**src/rtl/card_session_pkg.sv**
```systemverilog
package card_session_pkg;

   typedef struct packed {
      logic       ok;
      logic [3:0] cmd_bits;
      logic [3:0] addr_bits;
      logic [5:0] type_code;
      logic [5:0] ack_code;
   } geom_t;

   typedef enum logic [2:0] {
      ST_IDLE,
      ST_HSACK,
      ST_LINK,
      ST_RDREQ,
      ST_RDCAP,
      ST_CRC
   } sess_t;

   localparam logic [3:0] CRC_SEED = 4'h5;
   localparam logic [3:0] CRC_POLY = 4'hC;

   // one LSB-first shift of the right-shifting CRC register
   function automatic logic [3:0] crc_step(input logic [3:0] s, input logic b);
      logic [3:0] n;
      n = {1'b0, s[3:1]};
      if (s[0] ^ b)
         n = n ^ CRC_POLY;
      return n;
   endfunction

   function automatic logic [3:0] crc_over(input logic [31:0] w, input int n);
      logic [3:0] s;
      s = CRC_SEED;
      for (int i = 0; i < 32; i++)
         if (i < n)
            s = crc_step(s, w[i]);
      return s;
   endfunction

endpackage

```
**src/rtl/card_geometry.sv**
```systemverilog
module card_geometry
   import card_session_pkg::*;
(
   input  logic [1:0] card_type,
   output geom_t      geom
);

   always_comb begin
      case (card_type)
         2'd0:    geom = '{ok: 1'b1, cmd_bits: 4'd6,  addr_bits: 4'd5,
                           type_code: 6'h0D, ack_code: 6'h19};
         2'd1:    geom = '{ok: 1'b1, cmd_bits: 4'd9,  addr_bits: 4'd8,
                           type_code: 6'h1D, ack_code: 6'h39};
         2'd2:    geom = '{ok: 1'b1, cmd_bits: 4'd11, addr_bits: 4'd10,
                           type_code: 6'h3D, ack_code: 6'h39};
         default: geom = '{ok: 1'b0, cmd_bits: 4'd0,  addr_bits: 4'd0,
                           type_code: 6'h00, ack_code: 6'h00};
      endcase
   end

endmodule

```
**src/rtl/crc4_unit.sv**
```systemverilog
module crc4_unit
   import card_session_pkg::*;
#(
   parameter  int W      = 19,
   parameter  bit SERIAL = 1'b1,
   localparam int NW     = $clog2(W + 1)
) (
   input  logic          clk,
   input  logic          rst_n,
   input  logic          start,
   input  logic [W-1:0]  din,
   input  logic [NW-1:0] nbits,
   output logic          done,
   output logic [3:0]    crc
);

   initial begin
      assert (W >= 1 && W <= 32) else $error("crc4_unit: W out of range");
   end

   generate
      if (SERIAL) begin : g_serial
         logic [W-1:0]  sh;
         logic [NW-1:0] left;
         logic          run;
         logic          fin;
         logic [3:0]    st;

         always_ff @(posedge clk or negedge rst_n) begin
            if (!rst_n) begin
               sh   <= '0;
               left <= '0;
               run  <= 1'b0;
               fin  <= 1'b0;
               st   <= CRC_SEED;
            end else begin
               fin <= 1'b0;
               if (start) begin
                  sh   <= din;
                  left <= nbits;
                  st   <= CRC_SEED;
                  run  <= (nbits != '0);
               end else if (run) begin
                  st   <= crc_step(st, sh[0]);
                  sh   <= sh >> 1;
                  left <= left - 1'b1;
                  if (left == NW'(1)) begin
                     run <= 1'b0;
                     fin <= 1'b1;
                  end
               end
            end
         end

         assign done = fin;
         assign crc  = st;
      end else begin : g_flat
         logic       fin;
         logic [3:0] st;

         always_ff @(posedge clk or negedge rst_n) begin
            if (!rst_n) begin
               fin <= 1'b0;
               st  <= CRC_SEED;
            end else begin
               fin <= start;
               if (start)
                  st <= crc_over(32'(din), int'(nbits));
            end
         end

         assign done = fin;
         assign crc  = st;
      end
   endgenerate

endmodule

```
**src/rtl/card_session_ctrl.sv**
```systemverilog
module card_session_ctrl
   import card_session_pkg::*;
#(
   parameter int FRAME_W    = 23,
   parameter int LEN_W      = 5,
   parameter int ADDR_W     = 10,
   parameter int TICK_W     = 8,
   parameter int BIT_TICKS  = 21,
   parameter bit CRC_SERIAL = 1'b1,
   localparam int SEED_W    = 7,
   localparam int TXW       = 12,
   localparam int TXL_W     = $clog2(TXW + 1)
) (
   input  logic               clk,
   input  logic               rst_n,
   input  logic [1:0]         card_type,
   input  logic               rx_valid,
   input  logic               rx_err,
   input  logic [LEN_W-1:0]   rx_len,
   input  logic [FRAME_W-1:0] rx_data,
   output logic               seed_load,
   output logic [SEED_W-1:0]  seed_val,
   output logic               tx_req,
   output logic [TXL_W-1:0]   tx_len,
   output logic [TXW-1:0]     tx_data,
   output logic               tx_ack,
   output logic               ts_bump,
   output logic [TICK_W-1:0]  ts_bump_ticks,
   output logic               mem_rd_en,
   output logic               mem_we,
   output logic [ADDR_W-1:0]  mem_addr,
   output logic [7:0]         mem_wdata,
   input  logic [7:0]         mem_rdata,
   output logic               linked,
   output logic               cfg_err
);

   localparam int DATA_W  = 8;
   localparam int CRC_W   = 4;
   localparam int HS_BITS = 6;
   localparam int CW      = FRAME_W - CRC_W;
   localparam int NW      = $clog2(CW + 1);

   initial begin
      assert (FRAME_W >= 23 && FRAME_W <= 32) else $error("FRAME_W must hold 11+12 bits");
      assert (ADDR_W >= 10) else $error("ADDR_W too small for type 2");
      assert ((1 << LEN_W) > FRAME_W) else $error("LEN_W too small");
      assert (BIT_TICKS < (1 << TICK_W)) else $error("TICK_W too small");
   end

   geom_t g;
   card_geometry u_geom (.card_type(card_type), .geom(g));

   // field extraction for the configured geometry
   logic [FRAME_W-1:0] cmd_mask, addr_mask, rx_cmd, rx_addr;
   logic [DATA_W-1:0]  rx_byte;
   logic [CRC_W-1:0]   rx_crc;
   logic [4:0]         dat_end;
   logic               len_read, len_write;

   always_comb begin
      cmd_mask  = (FRAME_W'(1) << g.cmd_bits) - FRAME_W'(1);
      addr_mask = (FRAME_W'(1) << g.addr_bits) - FRAME_W'(1);
      rx_cmd    = rx_data & cmd_mask;
      rx_addr   = (rx_data >> 1) & addr_mask;
      dat_end   = 5'(g.cmd_bits) + 5'(DATA_W);
      rx_byte   = DATA_W'(rx_data >> g.cmd_bits);
      rx_crc    = CRC_W'(rx_data >> dat_end);
      len_read  = (rx_len == LEN_W'(g.cmd_bits));
      len_write = (rx_len == LEN_W'(g.cmd_bits) + LEN_W'(DATA_W + CRC_W));
   end

   // CRC engine
   logic            crc_start, crc_done;
   logic [CW-1:0]   crc_word;
   logic [NW-1:0]   crc_n;
   logic [CRC_W-1:0] crc_val;

   assign crc_n = NW'(g.cmd_bits) + NW'(DATA_W);

   crc4_unit #(.W(CW), .SERIAL(CRC_SERIAL)) u_crc (
      .clk   (clk),
      .rst_n (rst_n),
      .start (crc_start),
      .din   (crc_word),
      .nbits (crc_n),
      .done  (crc_done),
      .crc   (crc_val)
   );

   sess_t              state;
   logic [FRAME_W-1:0] cmd_q;
   logic [DATA_W-1:0]  byte_q;
   logic [CRC_W-1:0]   crc_rx_q;
   logic               is_wr_q;

   assign linked        = (state == ST_LINK);
   assign ts_bump_ticks = TICK_W'(BIT_TICKS);

   always_ff @(posedge clk or negedge rst_n) begin
      if (!rst_n) begin
         state     <= ST_IDLE;
         seed_load <= 1'b0;
         seed_val  <= '0;
         tx_req    <= 1'b0;
         tx_len    <= '0;
         tx_data   <= '0;
         tx_ack    <= 1'b0;
         ts_bump   <= 1'b0;
         mem_rd_en <= 1'b0;
         mem_we    <= 1'b0;
         mem_addr  <= '0;
         mem_wdata <= '0;
         cfg_err   <= 1'b0;
         cmd_q     <= '0;
         byte_q    <= '0;
         crc_rx_q  <= '0;
         is_wr_q   <= 1'b0;
         crc_start <= 1'b0;
         crc_word  <= '0;
      end else begin
         seed_load <= 1'b0;
         tx_req    <= 1'b0;
         tx_ack    <= 1'b0;
         ts_bump   <= 1'b0;
         mem_rd_en <= 1'b0;
         mem_we    <= 1'b0;
         crc_start <= 1'b0;
         cfg_err   <= !g.ok;
         if (!g.ok) begin
            state <= ST_IDLE;
         end else begin
            case (state)
               ST_IDLE: begin
                  if (rx_valid && !rx_err && rx_len == LEN_W'(SEED_W)) begin
                     seed_load <= 1'b1;
                     seed_val  <= rx_data[SEED_W-1:0];
                     tx_req    <= 1'b1;
                     tx_len    <= TXL_W'(HS_BITS);
                     tx_data   <= TXW'(g.type_code);
                     state     <= ST_HSACK;
                  end
               end
               ST_HSACK: begin
                  if (rx_valid) begin
                     if (!rx_err && rx_len == LEN_W'(HS_BITS) &&
                         rx_data[HS_BITS-1:0] == g.ack_code) begin
                        ts_bump <= 1'b1;
                        state   <= ST_LINK;
                     end else begin
                        state <= ST_IDLE;
                     end
                  end
               end
               ST_LINK: begin
                  if (rx_valid) begin
                     if (rx_err) begin
                        state <= ST_IDLE;
                     end else if (len_read) begin
                        cmd_q     <= rx_cmd;
                        mem_addr  <= ADDR_W'(rx_addr);
                        mem_rd_en <= 1'b1;
                        state     <= ST_RDREQ;
                     end else if (len_write) begin
                        mem_addr  <= ADDR_W'(rx_addr);
                        mem_wdata <= rx_byte;
                        crc_rx_q  <= rx_crc;
                        crc_word  <= (CW'(rx_byte) << g.cmd_bits) | CW'(rx_addr << 1);
                        crc_start <= 1'b1;
                        is_wr_q   <= 1'b1;
                        state     <= ST_CRC;
                     end else begin
                        state <= ST_IDLE;
                     end
                  end
               end
               ST_RDREQ: begin
                  state <= ST_RDCAP;
               end
               ST_RDCAP: begin
                  byte_q    <= mem_rdata;
                  crc_word  <= (CW'(mem_rdata) << g.cmd_bits) | CW'(cmd_q);
                  crc_start <= 1'b1;
                  is_wr_q   <= 1'b0;
                  state     <= ST_CRC;
               end
               ST_CRC: begin
                  if (crc_done) begin
                     if (!is_wr_q) begin
                        tx_req  <= 1'b1;
                        tx_len  <= TXL_W'(TXW);
                        tx_data <= {crc_val, byte_q};
                        state   <= ST_LINK;
                     end else if (crc_val == crc_rx_q) begin
                        mem_we <= 1'b1;
                        tx_ack <= 1'b1;
                        state  <= ST_LINK;
                     end else begin
                        state <= ST_IDLE;
                     end
                  end
               end
               default: state <= ST_IDLE;
            endcase
         end
      end
   end

endmodule

```
**config.mk**
```make
export PLATFORM = sky130hd
export DESIGN_NAME = card_session_ctrl
export DESIGN_NICKNAME = d
export VERILOG_FILES = /design/src/rtl/card_session_pkg.sv /design/src/rtl/card_geometry.sv /design/src/rtl/crc4_unit.sv /design/src/rtl/card_session_ctrl.sv
export SDC_FILE = /design/constraint.sdc
export NUM_CORES = 1
export LEC_CHECK = 0
export CORE_MARGIN = 2
export CORE_UTILIZATION = 50
export DETAILED_ROUTE_END_ITERATION = 6
export PLACE_DENSITY = 0.8
export SYNTH_ARGS = -nofsm -noshare
export SYNTH_HDL_FRONTEND = slang
export SYNTH_SLANG_ARGS = --single-unit
```
**constraint.sdc**
```tcl
create_clock -name clk -period 2.2 [get_ports clk]
set_input_delay 0.22 -clock clk [delete_from_list [all_inputs] [get_ports clk]]
set_output_delay 0.22 -clock clk [all_outputs]
set_load 0.01 [all_outputs]
```
# Word-level counts from Yosys, hierarchy flattened
# Index checks and enable logic that the tools add are counted.
# word_totals
regBits	132
n_memories	0
output_inout_bits	57
rom_bits	0
latch_bits	0
input_bits	42
word_cells	161
mem_bits_rw	0
# classes
div	0
bitwise	8
add_sub_neg	5
muxes	73
n_reduce_logical	21
shifts	6
eq_ne	25
multipliers	0
n_lt_le_gt_ge	0
# op_table
op	n
19-bit 2-to-1 mux	6
21-bit case mux with 3 select lines	1
19-bit OR	2
19-bit case mux with 2 select lines	1
8-bit by 4-bit << shifter with 19-bit output	2
12-bit 2-to-1 mux	3
1-bit 2-to-1 mux	35
3-bit 2-to-1 mux	8
4-bit 2-to-1 mux	6
12-bit case mux with 2 select lines	1
23-bit by 4-bit right shift with 8-bit output	1
23-bit by 5-bit right shift with 4-bit output	1
10-bit 2-to-1 mux	2
19-bit AND	1
1-bit by 4-bit << shifter with 19-bit output, first input constant	1
19-bit by 2-bit subtractor with 19-bit output, second input constant	1
18-bit AND	1
3-bit case mux with 6 select lines	1
1-bit by 4-bit << shifter with 18-bit output, first input constant	1
18-bit by 2-bit subtractor with 18-bit output, second input constant	1
5-bit AND reduction	3
6-bit AND reduction	2
4-bit by 4-bit adder with 5-bit output, second input constant	2
5-bit by 3-bit == test with 1-bit output, second input constant	2
31 further kinds	53

# Longest topological paths before layout
# logic_depth
depth_word	11
depth_mapped	13
depth_no_buf	8

# Hierarchy
# From an unflattened synthesis, not the netlist that was laid out.
# unflattened
hier_cells	952
hier_area_um2	8637.0
# modules_own_cells
module	cells_per_inst	seq_area_each_um2	n_inst	area_each_um2
card_session_ctrl	794	2527.4	1	7041.8
crc4_unit	134	753.2	1	1416.4
card_geometry	24	0.0	1	178.9

# Worst setup path after synthesis
# No wires, ideal clock.
# synth_timing
kind	input port to flip-flop
startpoint	input port card_type[0]
endpoint	register crc_word[13]
path_buffers	4
slack_ps	-192
cell_stages	12
required_ps	2076
arrival_ps	2268
setup_ps	124
path_cell_list	inv_1 -> ha_1 -> clkbuf_1 -> o21ba_1 -> buf_2 -> buf_4 -> buf_2 -> mux2_1 -> a221oi_1 -> o21ai_0 -> mux2i_1 -> o21ai_1
# synth_via
elab_chain_len	11
elab_cells_between_ends	23
cone_classes	add/sub (2); eq/ne (6); shift (4); mux (6); bitwise (3); reduce/logical (2)
# synth_lines
item	line	source
start: declaration	card_session_ctrl.sv:16	input logic [1:0] card_type,
2-bit == test, or another cell as far along	card_geometry.sv:9	case (card_type)
21-bit case mux with 3 select lines *	card_geometry.sv:9	
1-bit by 4-bit << shifter with 18-bit output	card_session_ctrl.sv:63	addr_mask = (FRAME_W'(1) << g.addr_bits) - FRAME_W'(1);
18-bit by 2-bit subtractor with 18-bit output	card_session_ctrl.sv:63	
18-bit AND	card_session_ctrl.sv:65	rx_addr = (rx_data >> 1) & addr_mask;
19-bit OR	card_session_ctrl.sv:168	crc_word <= (CW'(rx_byte) << g.cmd_bits) | CW'(rx_addr << 1);
19-bit 2-to-1 mux	card_session_ctrl.sv:164	end else if (len_write) begin
19-bit 2-to-1 mux	card_session_ctrl.sv:159	end else if (len_read) begin
19-bit 2-to-1 mux	card_session_ctrl.sv:157	if (rx_err) begin
19-bit 2-to-1 mux	card_session_ctrl.sv:156	if (rx_valid) begin
19-bit case mux with 2 select lines	card_session_ctrl.sv:133	case (state)
end signal: assignment	card_session_ctrl.sv:168	
end signal: assignment	card_session_ctrl.sv:182	crc_word <= (CW'(mem_rdata) << g.cmd_bits) | CW'(cmd_q);
end: declaration	card_session_ctrl.sv:75	logic [CW-1:0] crc_word;
# Every way passes the cells marked *; elsewhere a longest branch is shown, timed or not. The select of a mux whose other input is x is not followed.
# A chain may end at the register's enable or synchronous reset.

# Worst setup path in the final report
# layout_timing
startpoint	register state[0]
endpoint	register crc_rx_q[0]
# layout_via
elab_chain_len	2
# layout_lines
item	line	source
start: declaration	card_session_ctrl.sv:91	sess_t state;
start signal: assignment	card_session_ctrl.sv:102	state <= ST_IDLE;
start signal: assignment	card_session_ctrl.sv:131	state <= ST_IDLE;
start signal: assignment	card_session_ctrl.sv:141	state <= ST_HSACK;
3-bit by 2-bit == test with 1-bit output	card_session_ctrl.sv:133	
6-bit AND reduction (no line)	n/a	
end signal: assignment	card_session_ctrl.sv:167	crc_rx_q <= rx_crc;
end: declaration	card_session_ctrl.sv:94	logic [CRC_W-1:0] crc_rx_q;
# No other way between the ends.

==> impl_results.md <==
- Worst R2R Start: state[0]
- Leak Pwr: 4.66 nW
- Routed via count: 7106
- Status: finished, violations left
- Sink Count: 131
- Yosys cell types: 69
- ANT cells: 0
- Fillers: 1035
- Vias in the first global route: 6851
- Area Overhead vs Synth: 42.4%
- Final GP Congestion: 1.01
- Leading cell types in the layout, fill and taps excluded: dfrtp_1, buf_4, nand2_1
- CTS tree: done
- RSZ-0062 raised after global routing: yes
- Share of layout cells above drive strength 1: 28.4%
- Slew @ Worst Pin: 0.588 ns
- R2R depth: 9
- Port Buffers: 89
- 1st-pass router iterations: 5
- Die height: 125 um
- Max-cap violations: 0
- HPWL Detailed: 17400 um
- Worst slew margin: 60.7%
- Clock slew at reported path FFs: 0.06 ns
- FMAX: 437 MHz
- Final Max Tran Viols: 0
- Critical path class: reg2reg
- Dpl ws: -0.638 ns
- Synth warn: 0
- Arrival time worst endpoint: 2.59 ns
- Crit start category: flip-flop
- Routed len/inst: 21.4 um
- R2R Setup Slk: -0.09 ns
- Setup violators final: 32
- Num rows: 44
- Power Total: 9.33 mW
- Crit path required time: 2.50 ns
- Clock period minus worst slack: 2.29 ns
- # DRC: 0
- Clock skew: 0.00610 ns
- EDFF count, synth: 0
- Main synth FF type: dfrtp_1
- Class of the worst hold path: in2async
- Syn avg cell area: 9.33 sq um
- Post-synthesis sequential area ratio: 44.9%
- Post-Synthesis Cells: 784
- Mapped Area: 7310 sq um
- Area of the core: 14400 sq um
- Hold Fails Final Rpt: 0
- Failing checks: negative setup slack
- Clock H-tree levels: 4
- Worst setup EP type: flip-flop
- Final setup margin: -0.0907 ns
- Initial antenna violation count: 0
- # IOs: 99
- DIE WIDTH: 125 um
- Cts bufs inserted: 17
- Largest net degree at the start of global routing: 55
- Flop and latch count out of synthesis: 131
- Overflow left after global routing: 0
- Root buf cell: clkbuf_16
- Fraction of registers with async set/reset: 100%
- Fin crit share: 104%
- Worst VDD drop: 0.655 mV
- Initial Util: 50.7%
- First-pass GRT wire length: 38300 um
- Die area: 15600 sq um
- Commonest non-fill, non-tap cell in the layout: dfrtp_1
- PwrDens: 896 nW/um^2
- Gr usage total: 31.7%
- Clock buffer depth: 2
- WL final: 25100 um
- Antenna-violating nets left: 0
- Nets: 1027
- Worst skew pair latency: 0.42 ns
- Critical-path maximum fanout: 7
- Via density: 6.06
- Reg-to-reg endpoint: crc_rx_q[0]
- Initial DRC Count: 725
==> layout make-up <==
class | instances | area, sq um | share of cell area (%)
multi-input combinational | 566 | 3940 | 37.8
sequential | 131 | 3280 | 31.5
timing repair buffer | 236 | 2230 | 21.5
clock buffer | 23 | 478 | 4.59
tap | 184 | 230 | 2.21
clock inverter | 9 | 151 | 1.45
inverter | 24 | 103 | 0.985
==> kinds of logic (layout without fill, tap and decap cells) <==
kind of cell	Yosys count	count (layout)	synth area share, %
adders and majority gates	9	9	1.54
other	2	9	0.103
muxes	77	77	12.1
DFF	131	131	44.9
AOI/OAI and AO/OA	189	189	16.4
buffers and inverters	94	292	6.01
xor gates and xnor gates	19	19	2.28
and+or+nand+nor	263	263	16.8
==> worst max path at each step <==
stage,start,endpoint,cells past startpoint
after floorplan,state[1],cmd_q[10],9
after global placement,card_type[1],cmd_q[16],9
after detailed placement,card_type[1],cmd_q[16],9
after CTS,state[2],cmd_q[16],6
after global routing,state[0],crc_word[8],10
final,state[0],crc_rx_q[0],9
==> synthesized netlist by cell type, types with 5 or more instances <==
library cell / instances / share of area, %
a211oi_1: 12 / 1.2
a21o_1: 5 / 0.51
a21oi_1: 29 / 2.0
a221oi_1: 6 / 0.72
a311oi_1: 6 / 0.72
a31oi_1: 10 / 0.86
and3_1: 6 / 0.51
buf_2: 6 / 0.41
buf_4: 13 / 1.3
clkbuf_1: 43 / 2.2
dfrtp_1: 129 / 44
ha_1: 9 / 1.5
inv_1: 20 / 1.0
mux2_1: 5 / 0.77
mux2_2: 15 / 2.3
mux2i_1: 50 / 6.8
mux4_2: 7 / 2.2
nand2_1: 119 / 6.1
nand2b_1: 14 / 1.2
nand3_1: 22 / 1.5
nand4_1: 7 / 0.60
nor2_1: 45 / 2.3
nor3_1: 14 / 0.96
o21ai_0: 34 / 2.3
o21ai_1: 40 / 2.7
o21ai_2: 10 / 1.2
o22ai_1: 6 / 0.51
xnor2_1: 9 / 1.1
xor2_1: 10 / 1.2
==> stage by stage <==
| stage | instances | utilization [%] | TNS, ns | hold slack (ns) | area [sq um] |
|---|---|---|---|---|---|
| 2_1_floorplan | 791 | - | -0.348 | -0.0756 | 7360 |
| 3_3_place_gp | 1121 | 63.6 | -28.76 | 0.194 | 9170 |
| 3_5_place_dp | 1121 | 63.6 | -34.82 | 0.195 | 9170 |
| 4_1_cts | 1164 | 69.9 | -0.400 | 0.320 | 10100 |
| 5_1_grt | 1173 | 72.2 | -3.70 | 0.364 | 10400 |
| 6_report | 1173 | 72.2 | -1.30 | 0.310 | 10400 |
==> flip-flops by register name, indices dropped and copies added (netlist names), 3 cells and up <==
register and cells:
byte_q 8, cmd_q 19, crc_rx_q 4, crc_word 19, mem_addr 10, mem_wdata 8, seed_val 7, state 3
tx_data 12, tx_len 3, u_crc.crc 4, u_crc.g_serial.left 5, u_crc.g_serial.sh 19
==> repair_timing <==
item | CTS | global route
cloned | 2 | 2
buffers inserted | 8 | 7
hold buffers | 1 | 0
pin swaps | 6 | 16
gates resized for setup | 32 | 64
endpoints found under the setup margin | 57 | 40
endpoints found under the hold margin | 51 | 0
==> report_power, final <==
group | total (mW) | switching, mW | internal (mW)
registers | 3.40 | 0.418 | 2.98
clock network | 3.01 | 1.03 | 1.98
logic | 2.93 | 1.53 | 1.39
==> critical path, stage by stage (launching register included) <==
cell	delay (ns)
dfrtp_1	0.37
or3b_4	0.42
buf_6	0.14
nor4_4	0.27
buf_4	0.18
buf_6	0.11
nand2_4	0.06
nor2_4	0.14
buf_8	0.16
mux2_4	0.30
==> routing by layer <==
layer / track usage, % / share of wire [%]
met5: 0 / 0
met1: 42.7 / 39
met2: 51.3 / 48
met4: 11.6 / 4.0
met3: 6.55 / 9.2
Note: power is estimated with default switching activity, not from simulation.
